### config.mk
export PLATFORM = sky130hd
export DESIGN_NAME = pbus_bridge_ctrl
export DESIGN_NICKNAME = d
export VERILOG_FILES = /design/src/rtl/pbus_bridge_pkg.sv /design/src/rtl/pbus_sync.sv /design/src/rtl/pbus_session.sv /design/src/rtl/pbus_cmd_regs.sv /design/src/rtl/pbus_bridge_ctrl.sv
export SDC_FILE = /design/constraint.sdc
export NUM_CORES = 1
export LEC_CHECK = 0
export BUFFER_PORTS_ARGS = -buffer_cell sky130_fd_sc_hd__buf_2
export CORE_UTILIZATION = 50
export DETAILED_ROUTE_END_ITERATION = 8
export PLACE_DENSITY_LB_ADDON = 0.1
export RECOVER_POWER = 25
export SLEW_MARGIN = 20
export SYNTH_ARGS = -nofsm -noshare
export SYNTH_HDL_FRONTEND = slang
export SYNTH_SLANG_ARGS = --single-unit
### constraint.sdc
create_clock -name clk -period 2.7 [get_ports clk]
set_input_delay 0 -clock clk [delete_from_list [all_inputs] [get_ports clk]]
set_output_delay 0 -clock clk [all_outputs]
set_load 0.1 [all_outputs]
### src/rtl/pbus_bridge_pkg.sv
package pbus_bridge_pkg;

   localparam int NIB_W   = 4;
   localparam int NUM_OUT = 5;
   localparam int RET_IDX = 3;            // shared return half-bridge
   localparam int HS_IDX  = 4;            // high-side switch
   localparam int PAGE_W  = 2;
   localparam int DIAG_W  = NUM_OUT + 4;

   typedef enum logic [1:0] {
      SES_IDLE  = 2'd0,
      SES_OPEN  = 2'd1,
      SES_LOCK  = 2'd2,
      SES_SLEEP = 2'd3
   } ses_e;

   typedef struct packed {
      logic [NUM_OUT-1:0] en;
      logic [NUM_OUT-1:0] hi;
      logic [PAGE_W-1:0]  page;
   } cmd_state_t;

   localparam cmd_state_t CMD_CLEARED = '0;

   function automatic cmd_state_t apply_cmd(cmd_state_t cur, logic mode,
                                            logic [NIB_W-1:0] d);
      cmd_state_t nxt;
      nxt = cur;
      if (!mode) begin
         nxt.en[RET_IDX:0] = '0;
         nxt.hi[RET_IDX:0] = '0;
         if (d[3:2] != 2'b11) begin
            case (d[1:0])
               2'b01: begin
                  nxt.en[d[3:2]] = 1'b1;
                  nxt.hi[d[3:2]] = 1'b1;
                  nxt.en[RET_IDX] = 1'b1;
               end
               2'b10: begin
                  nxt.en[d[3:2]] = 1'b1;
                  nxt.en[RET_IDX] = 1'b1;
                  nxt.hi[RET_IDX] = 1'b1;
               end
               2'b11: begin
                  nxt.en[d[3:2]] = 1'b1;
                  nxt.en[RET_IDX] = 1'b1;
               end
               default: ;
            endcase
         end
      end else begin
         case (d[3:2])
            2'b00: begin
               nxt.en[HS_IDX] = d[0];
               nxt.hi[HS_IDX] = d[0];
            end
            2'b01: nxt.page = d[PAGE_W-1:0];
            default: ;
         endcase
      end
      return nxt;
   endfunction

   function automatic logic [NIB_W-1:0] diag_pick(logic [PAGE_W-1:0] page,
                                                  logic [DIAG_W-1:0] v);
      case (page)
         2'd0:    return v[3:0];
         2'd1:    return v[7:4];
         2'd2:    return {3'b000, v[8]};
         default: return '0;
      endcase
   endfunction

endpackage

### src/rtl/pbus_sync.sv
module pbus_sync #(
   parameter int              WIDTH   = 1,
   parameter int              STAGES  = 2,
   parameter logic [WIDTH-1:0] RST_VAL = '0
) (
   input  logic             clk,
   input  logic             rst_n,
   input  logic [WIDTH-1:0] d,
   output logic [WIDTH-1:0] q
);

   if (STAGES < 2) begin : g_bad_stages
      $error("pbus_sync: STAGES must be at least 2");
   end

   logic [WIDTH-1:0] chain [STAGES];

   for (genvar i = 0; i < STAGES; i++) begin : g_stage
      if (i == 0) begin : g_first
         always_ff @(posedge clk or negedge rst_n) begin
            if (!rst_n) chain[i] <= RST_VAL;
            else        chain[i] <= d;
         end
      end else begin : g_next
         always_ff @(posedge clk or negedge rst_n) begin
            if (!rst_n) chain[i] <= RST_VAL;
            else        chain[i] <= chain[i-1];
         end
      end
   end

   assign q = chain[STAGES-1];

endmodule

### src/rtl/pbus_session.sv
module pbus_session
   import pbus_bridge_pkg::*;
#(
   parameter int CLR_CYC = 100
) (
   input  logic clk,
   input  logic rst_n,
   input  logic sel_n_s,
   input  logic rd_s,
   input  logic cmd_zero,
   output logic wr_open,
   output logic rd_open,
   output logic store_stb,
   output logic clear_stb,
   output logic sleep,
   output logic locked
);

   localparam int CNT_W = (CLR_CYC > 2) ? $clog2(CLR_CYC) : 1;
   localparam logic [CNT_W-1:0] CNT_LAST = CNT_W'(CLR_CYC - 1);

   ses_e             state_q, state_d;
   logic [CNT_W-1:0] cnt_q, cnt_d;
   logic             sel_prev_n;
   logic             sel_fall;

   assign sel_fall = sel_prev_n & ~sel_n_s;

   always_comb begin
      state_d   = state_q;
      cnt_d     = cnt_q;
      store_stb = 1'b0;
      clear_stb = 1'b0;
      case (state_q)
         SES_IDLE, SES_SLEEP: begin
            if (sel_fall) begin
               state_d = SES_OPEN;
               cnt_d   = '0;
            end
         end
         SES_OPEN: begin
            if (sel_n_s) begin
               state_d = SES_IDLE;
               if (!rd_s && cmd_zero) begin
                  state_d   = SES_SLEEP;
                  clear_stb = 1'b1;
               end else if (!rd_s) begin
                  store_stb = 1'b1;
               end
            end else if (cnt_q == CNT_LAST) begin
               state_d   = SES_LOCK;
               clear_stb = 1'b1;
            end else begin
               cnt_d = cnt_q + 1'b1;
            end
         end
         SES_LOCK: begin
            if (sel_n_s) state_d = SES_IDLE;
         end
         default: state_d = SES_IDLE;
      endcase
   end

   always_ff @(posedge clk or negedge rst_n) begin
      if (!rst_n) begin
         state_q    <= SES_IDLE;
         cnt_q      <= '0;
         sel_prev_n <= 1'b0;
      end else begin
         state_q    <= state_d;
         cnt_q      <= cnt_d;
         sel_prev_n <= sel_n_s;
      end
   end

   assign wr_open = (state_q == SES_OPEN) && !sel_n_s && !rd_s;
   assign rd_open = (state_q == SES_OPEN) && !sel_n_s &&  rd_s;
   assign sleep   = (state_q == SES_SLEEP);
   assign locked  = (state_q == SES_LOCK);

endmodule

### src/rtl/pbus_cmd_regs.sv
module pbus_cmd_regs
   import pbus_bridge_pkg::*;
#(
   parameter bit OUT_REG = 1'b1
) (
   input  logic               clk,
   input  logic               rst_n,
   input  logic               wr_open,
   input  logic               store_stb,
   input  logic               clear_stb,
   input  logic               quiet,
   input  logic               mode_s,
   input  logic [NIB_W-1:0]   data_s,
   output logic [NUM_OUT-1:0] drv_en,
   output logic [NUM_OUT-1:0] drv_hi,
   output logic [PAGE_W-1:0]  page
);

   cmd_state_t stored_q;
   cmd_state_t applied;
   cmd_state_t shown;

   assign applied = apply_cmd(stored_q, mode_s, data_s);

   always_comb begin
      if (clear_stb || quiet)       shown = CMD_CLEARED;
      else if (wr_open || store_stb) shown = applied;
      else                           shown = stored_q;
   end

   always_ff @(posedge clk or negedge rst_n) begin
      if (!rst_n)         stored_q <= CMD_CLEARED;
      else if (clear_stb) stored_q <= CMD_CLEARED;
      else if (store_stb) stored_q <= applied;
   end

   assign page = stored_q.page;

   if (OUT_REG) begin : g_out_reg
      logic [NUM_OUT-1:0] en_q, hi_q;
      always_ff @(posedge clk or negedge rst_n) begin
         if (!rst_n) begin
            en_q <= '0;
            hi_q <= '0;
         end else begin
            en_q <= shown.en;
            hi_q <= shown.hi;
         end
      end
      assign drv_en = en_q;
      assign drv_hi = hi_q;
   end else begin : g_out_comb
      assign drv_en = shown.en;
      assign drv_hi = shown.hi;
   end

endmodule

### src/rtl/pbus_bridge_ctrl.sv
module pbus_bridge_ctrl
   import pbus_bridge_pkg::*;
#(
   parameter int SYNC_STAGES = 2,
   parameter int CLR_CYC     = 100,
   parameter bit OUT_REG     = 1'b1
) (
   input  logic               clk,
   input  logic               rst_n,
   input  logic               bus_sel_n,
   input  logic               bus_rd_wn,
   input  logic               bus_mode,
   input  logic [NIB_W-1:0]   bus_d_in,
   output logic [NIB_W-1:0]   bus_d_out,
   output logic               bus_d_oe,
   input  logic [NUM_OUT-1:0] out_level,
   input  logic               ovc_bridge,
   input  logic               ovc_hs,
   input  logic               overvolt,
   input  logic               overtemp,
   output logic [NUM_OUT-1:0] drv_en,
   output logic [NUM_OUT-1:0] drv_hi,
   output logic               standby
);

   localparam int BUS_W = NIB_W + 3;

   if (CLR_CYC < 4) begin : g_bad_clr
      $error("pbus_bridge_ctrl: CLR_CYC must be at least 4");
   end

   logic [BUS_W-1:0]  bus_s;
   logic              sel_n_s, rd_s, mode_s;
   logic [NIB_W-1:0]  data_s;
   logic              wr_open, rd_open, store_stb, clear_stb, sleep, locked;
   logic [PAGE_W-1:0] page;
   logic [DIAG_W-1:0] diag_vec;
   logic [NIB_W-1:0]  d_out_q;
   logic              oe_q;

   pbus_sync #(
      .WIDTH   (BUS_W),
      .STAGES  (SYNC_STAGES),
      .RST_VAL ('0)
   ) u_sync (
      .clk   (clk),
      .rst_n (rst_n),
      .d     ({bus_sel_n, bus_rd_wn, bus_mode, bus_d_in}),
      .q     (bus_s)
   );

   assign {sel_n_s, rd_s, mode_s, data_s} = bus_s;

   pbus_session #(
      .CLR_CYC (CLR_CYC)
   ) u_session (
      .clk       (clk),
      .rst_n     (rst_n),
      .sel_n_s   (sel_n_s),
      .rd_s      (rd_s),
      .cmd_zero  (!mode_s && (data_s == '0)),
      .wr_open   (wr_open),
      .rd_open   (rd_open),
      .store_stb (store_stb),
      .clear_stb (clear_stb),
      .sleep     (sleep),
      .locked    (locked)
   );

   pbus_cmd_regs #(
      .OUT_REG (OUT_REG)
   ) u_cmd (
      .clk       (clk),
      .rst_n     (rst_n),
      .wr_open   (wr_open),
      .store_stb (store_stb),
      .clear_stb (clear_stb),
      .quiet     (sleep || locked),
      .mode_s    (mode_s),
      .data_s    (data_s),
      .drv_en    (drv_en),
      .drv_hi    (drv_hi),
      .page      (page)
   );

   assign diag_vec = {overtemp, overvolt, ovc_hs, ovc_bridge, out_level};

   always_ff @(posedge clk or negedge rst_n) begin
      if (!rst_n) begin
         d_out_q <= '0;
         oe_q    <= 1'b0;
      end else begin
         d_out_q <= diag_pick(page, diag_vec);
         oe_q    <= rd_open;
      end
   end

   assign bus_d_out = d_out_q;
   assign bus_d_oe  = oe_q;
   assign standby   = sleep;

endmodule

==> reports/metrics.csv, run 1 <==
metric,value,unit
rows,24,
yosys.area.top_type_share,55.2,%
arrival,2.40,ns
p_int,1.52,mW
status,completed,
synthDistinctLibCells,40,
pwr-share-seq,38.2,%
synth_area,0.00231,mm2
gp_congestion,0.875,
fillers,363,
clockPowerShare,14.0,%
vias,1632,
worst_skew_pair.late_latency,0.30,ns
slew_viol_final,0,
maxCapViolations,0,
worstSetupPathType,flip-flop to flip-flop,
die_h,70.0,um
cts-htree-levels,2,
finalClockSkew,0.00895,ns
vdd.ir_drop.worst,0.000533,V
syn_avg_cell_area,11.6,um2
ant_nets,0,
grt_max_degree,52,
rsz0062_at_grt,false,
drt_pre_antenna_iters,4,
switching_power,1.44,mW
grt_pass1_vias,1625,
finalSetupViolCount,0,
yosysTopAreaCell,dfrtp_1,
avgViaCountPerCell,5.39,
period_needed,2.21,ns
grt-ovfl-total,0,
drc_errors,0,
p_leak,1.35,nW
nNetsFinal,276,
synth.area.top_cells,"dfrtp_1 55%, mux2i_1 7.4%, nor2_1 4.4%",
worst-path-max-fanout,15,
cts_root_buffer,clkbuf_8,
dp_hpwl,2940,um
layout_common_cells,"51 x dfrtp_1, 32 x buf_2, 27 x nor2_1, 17 x mux2i_1, 16 x dlygate4sd3_1",
drt-total-wl,4340,um
synth_nets,226,
dr.first_iter.drc_count,88,
area_delta_synth_final,19.0,%
core_region_area,0.00441,mm2
worst_pin_slew,1.20,ns
clockBufferDepth,2,
cts_tree,built,
p_per_area,1080,mW/mm2
fmax,452,MHz
hold_viol,0,
multi_input_area,985,um2
sw_frac_of_total,48.6,%
cp-end-kind,flip-flop,
cts.sinks,51,
cts_resized,0,
grt_use_total,19.9,%
timing.final.crit_share,82.0,%
antenna_found_initial,0,
final_common_cell,dfrtp_1,
ys.flop_type,dfrtp_1,
yosysWarnings,0,
synth_edf_count,0,
hold_path_class,input port to flip-flop,
yosysSeqAreaShare,55.2,%
yosys_register_bits,51,
fin_util,62.3,%
synth_cells,200,
async_flop_share,100,%
drive_gt1_share,19.1,%
combPwrFrac,47.8,%
pin_count,34,
cts_buffers,5,
slew_headroom,20.2,%
cp.required,2.88,ns
initial_core_util,52.4,%
die_area,0.00490,mm2
routedWlPerCell,14.3,um
critPathLaunchType,flip-flop,
clk_pin_slew,0.08,ns
num_antenna_cells,0,
dieWidth,70.0,um
setup-tns-final,0,ns
seqCellArea,0.00128,mm2
grt_pass1_wl,7640,um
portBuffers,33,
-- sequential cells by signal, summed over array words and instances (netlist names), 2 cells and up --
signal	count
u_session.cnt_q	7
u_cmd.drv_hi	5
u_cmd.drv_en	5
u_session.state_q	2
u_cmd.page	2
u_sync.q	7
u_sync.chain	7
u_cmd.stored_q	10
bus_d_out	4
-- synthesized netlist by cell type, types with 2 or more instances --
library cell  number
nand2_1            8
and2_1             3
nand2b_1           3
o21ai_0            7
nor4_1             2
nor2b_1            4
inv_1              4
ha_1               8
nand3_1            9
a21o_1             5
mux2i_1           17
clkbuf_1           2
buf_4              2
a21oi_1            7
nor4b_4            2
nor3_1             4
a211o_1            2
and3b_1            2
buf_2              2
nor3b_1            2
a211oi_1          10
dfrtp_1           51
nor2_1            27
-- metrics by stage --
step           hold slack, ns  total power [mW]  worst slack [ns]  cell area, um2  std cells
2_1_floorplan          -0.296              2.27             0.868            2310        200
5_1_grt                 0.331              3.14             0.274            2750        303
3_5_place_dp            0.109              2.52             0.524            2510        279
6_report                0.342              2.96             0.486            2750        303
3_3_place_gp            0.108              2.48             0.623            2510        279
4_1_cts                 0.328              2.98             0.492            2750        303
-- logic make-up (layout without fill, tap and decap cells) --
family	count (synthesis)	after routing	synth area share, %
AOI/OAI and AO/OA	35	35	10.4
adders and majority gates	8	8	4.33
buffers and inverters	11	62	2.22
DFF	51	51	55.2
muxes	18	18	7.85
and+or+nand+nor	77	77	20.0
-- what timing repair did --
item / 4_1_cts / 5_1_grt
hold endpoints to repair: 62 / 0
hold buffers: 16 / 0
setup buffers: 0 / 0
-- final timing paths --
check	startpoint	endpoint	slack [ns]	depth (start not counted)
worst max-delay path	u_session.state_q[1]	u_cmd.drv_en[1]	0.49	6
worst min-delay path	bus_rd_wn	u_sync.chain[12]	0.34	2
worst max register to register	u_session.state_q[1]	u_cmd.drv_en[1]	0.49	6
worst min register to register	u_sync.chain[7]	u_sync.q[0]	0.35	0
max in group asynchronous	rst_n	u_sync.chain[7]	1.50	2
min in group asynchronous	rst_n	u_cmd.stored_q[4]	0.47	2
-- critical path, stage by stage, from the launching register on --
cell and delay, ns:
dfrtp_1 0.40, inv_1 0.08, ha_1 0.45, nand2b_1 0.31
a211oi_2 0.54, mux2i_1 0.26, nor2_1 0.05
-- layer usage --
metal | track usage (%) | share of wire (%) | vias to the layer above
met5 | 0 | 0 | -
met4 | 6.00 | 1.3 | 0
met3 | 4.33 | 2.9 | 6
met2 | 34.1 | 50 | 32
met1 | 25.1 | 46 | 786
li1 | - | - | 808
-- cell type report --
class                      instances  share of cell area (%)
multi-input combinational        138                    35.8
clock buffer                       7                    2.77
clock inverter                     1                   0.182
inverter                           5                   0.682
sequential                        51                    46.4
timing repair buffer              49                    11.8
tap                               52                    2.36
-- power by group through the flow --
stage	logic, mW	registers (mW)	clock network, mW
2_1_floorplan	0.508	1.76	0
3_3_place_gp	1.35	1.13	0
3_5_place_dp	1.37	1.15	0
4_1_cts	1.42	1.13	0.427
5_1_grt	1.52	1.16	0.466
6_report	1.42	1.13	0.414
Power figures use the tool's default switching activity.
==> run 2: changes to the inputs <==
- clock period: 2.7 -> 1.86 ns (I/O delays scaled with it)
==> run 2 against run 1 <==
Clock skew is essentially flat; worst hold slack improved by 0.0025 ns; sequential power is 44% higher; sequential share of layout area shrank 3.5 points; non-clock buffer count increased by 17; setup slack lost 0.40 ns; global-route usage rose by 0.29 points; power up 55%; critical endpoint is now u_cmd.stored_q[8].
==> reports/metrics.csv, run 2 (synthesis results as in run 1) <==
metric,value,unit
grt_use_total,20.1,%
p_per_area,1540,mW/mm2
vias,1753,
routedWlPerCell,14.0,um
ant_nets,0,
initial_core_util,52.4,%
critPathSlowestCell,dfrtp_1,
hold_viol,0,
cpLargestDelayFamily,buffers and inverters,
cp.required,2.04,ns
whs,0.344,ns
clk_pin_slew,0.08,ns
grt_pass1_vias,1757,
core_region_area,0.00441,mm2
placed_area,0.00263,mm2
final_common_cell,dfrtp_1,
drc_errors,0,
avgViaCountPerCell,5.48,
rows,24,
wl_met1,1940,um
layout_common_cells,"51 x dfrtp_1, 32 x buf_2, 27 x nor2_1, 16 x mux2i_1, 16 x dlygate4sd3_1",
dieWidth,70.0,um
wl_met2,2390,um
reg2reg_depth,8,
drt_pre_antenna_iters,4,
final_cell_area,0.00298,mm2
p_leak,1.46,nW
worst_path_largest_cell_delay,0.41,ns
cts_buffers,5,
reg2reg_from,u_session.state_q[1],
pin_count,34,
arrival,1.95,ns
nNetsFinal,293,
r2r-end,u_cmd.stored_q[8],
status,completed,
regMostFlops,u_cmd.stored_q,
die_area,0.00490,mm2
finalClockSkew,0.00919,ns
maxCapViolations,0,
hold_path_class,input port to flip-flop,
worst-path-max-fanout,6,
setup-tns-final,0,ns
cp-end-kind,flip-flop,
period_needed,1.78,ns
cp.depth,8,
cts.sinks,51,
cts-htree-levels,2,
fmax,562,MHz
slew_headroom,21.8,%
dp_hpwl,3160,um
area_delta_synth_final,28.8,%
drt-total-wl,4490,um
setup_ws,0.0819,ns
die_h,70.0,um
drive_gt1_share,26.5,%
place_ws,0.0473,ns
worst_pin_slew,1.17,ns
largest_register_ffs,10,
grt_max_degree,31,
endpoint,u_cmd.stored_q[8],
grt-ovfl-total,0,
rsz0062_at_grt,true,
wl_met3,108,um
worst-path-buf-inv,3,
slew_viol_final,0,
dr.first_iter.drc_count,70,
cts_root_buffer,clkbuf_8,
p_total,4.59,mW
crit_path_cell_trace,"inv_1, ha_1, nand2b_1, buf_6, nor4_4, buf_4, mux2i_2, nor2_1",
clockBufferDepth,2,
worstSetupPathType,flip-flop to flip-flop,
finalSetupViolCount,0,
num_antenna_cells,0,
critPathLaunchType,flip-flop,
antenna_found_initial,0,
crit_start,u_session.state_q[1],
worst_skew_pair.late_latency,0.30,ns
top_layer,met4,
portBuffers,33,
r2r_setup_slack,0.08,ns
timing.final.crit_share,95.6,%
grt_pass1_wl,7850,um
vdd.ir_drop.worst,0.000761,V
gp_congestion,0.814,
cts_tree,built,
-- run 2: changes by cell type in the layout (fill, tap and decap cells not counted), sizes merged --
cell / delta
buf: +17
bufinv: +1
clkbuf: -1
-- run 2: worst min-delay path by stage --
stage / to / cells past startpoint / from
after detailed placement: u_cmd.drv_en[1] / 1 / rst_n
after CTS: u_cmd.drv_en[1] / 2 / rst_n
final: u_sync.chain[12] / 2 / bus_rd_wn
after global placement: u_cmd.drv_en[1] / 1 / rst_n
after floorplan: bus_d_oe / 0 / rst_n
after global routing: u_sync.chain[12] / 2 / bus_rd_wn
-- run 2: layer usage --
metal,vias up,global-route usage (%)
li1,844,-
met1,874,25.3
met2,30,34.2
met3,5,4.62
met4,0,6.89
met5,-,0
-- run 2: what timing repair did --
item | 4_1_cts | 5_1_grt
endpoints found under the hold margin | 32 | 0
gates resized for setup | 0 | 8
setup buffers | 0 | 6
endpoints found under the setup margin | 0 | 29
hold buffers | 16 | 0
-- run 2: where the power goes --
part	internal, mW	total [mW]	switching, mW
logic	0.620	2.19	1.57
registers	1.42	1.63	0.212
clock network	0.435	0.769	0.334
total	2.47	4.59	2.12
-- run 2: stage by stage --
step           cells  util [%]
2_1_floorplan    200         -
3_3_place_gp     291      59.5
3_5_place_dp     291      59.5
4_1_cts          315      65.8
5_1_grt          320      67.5
6_report         320      67.5
-- run 2: area by class of cell --
type                    instances  area (um2)
clock buffers                   6        82.6
well taps                      52        65.1
multi-input cells             138        1020
fillers                       346        1440
inverters                       5        18.8
clock inverters                 2        35.0
flip-flops and latches         51        1280
repair buffers                 66         484
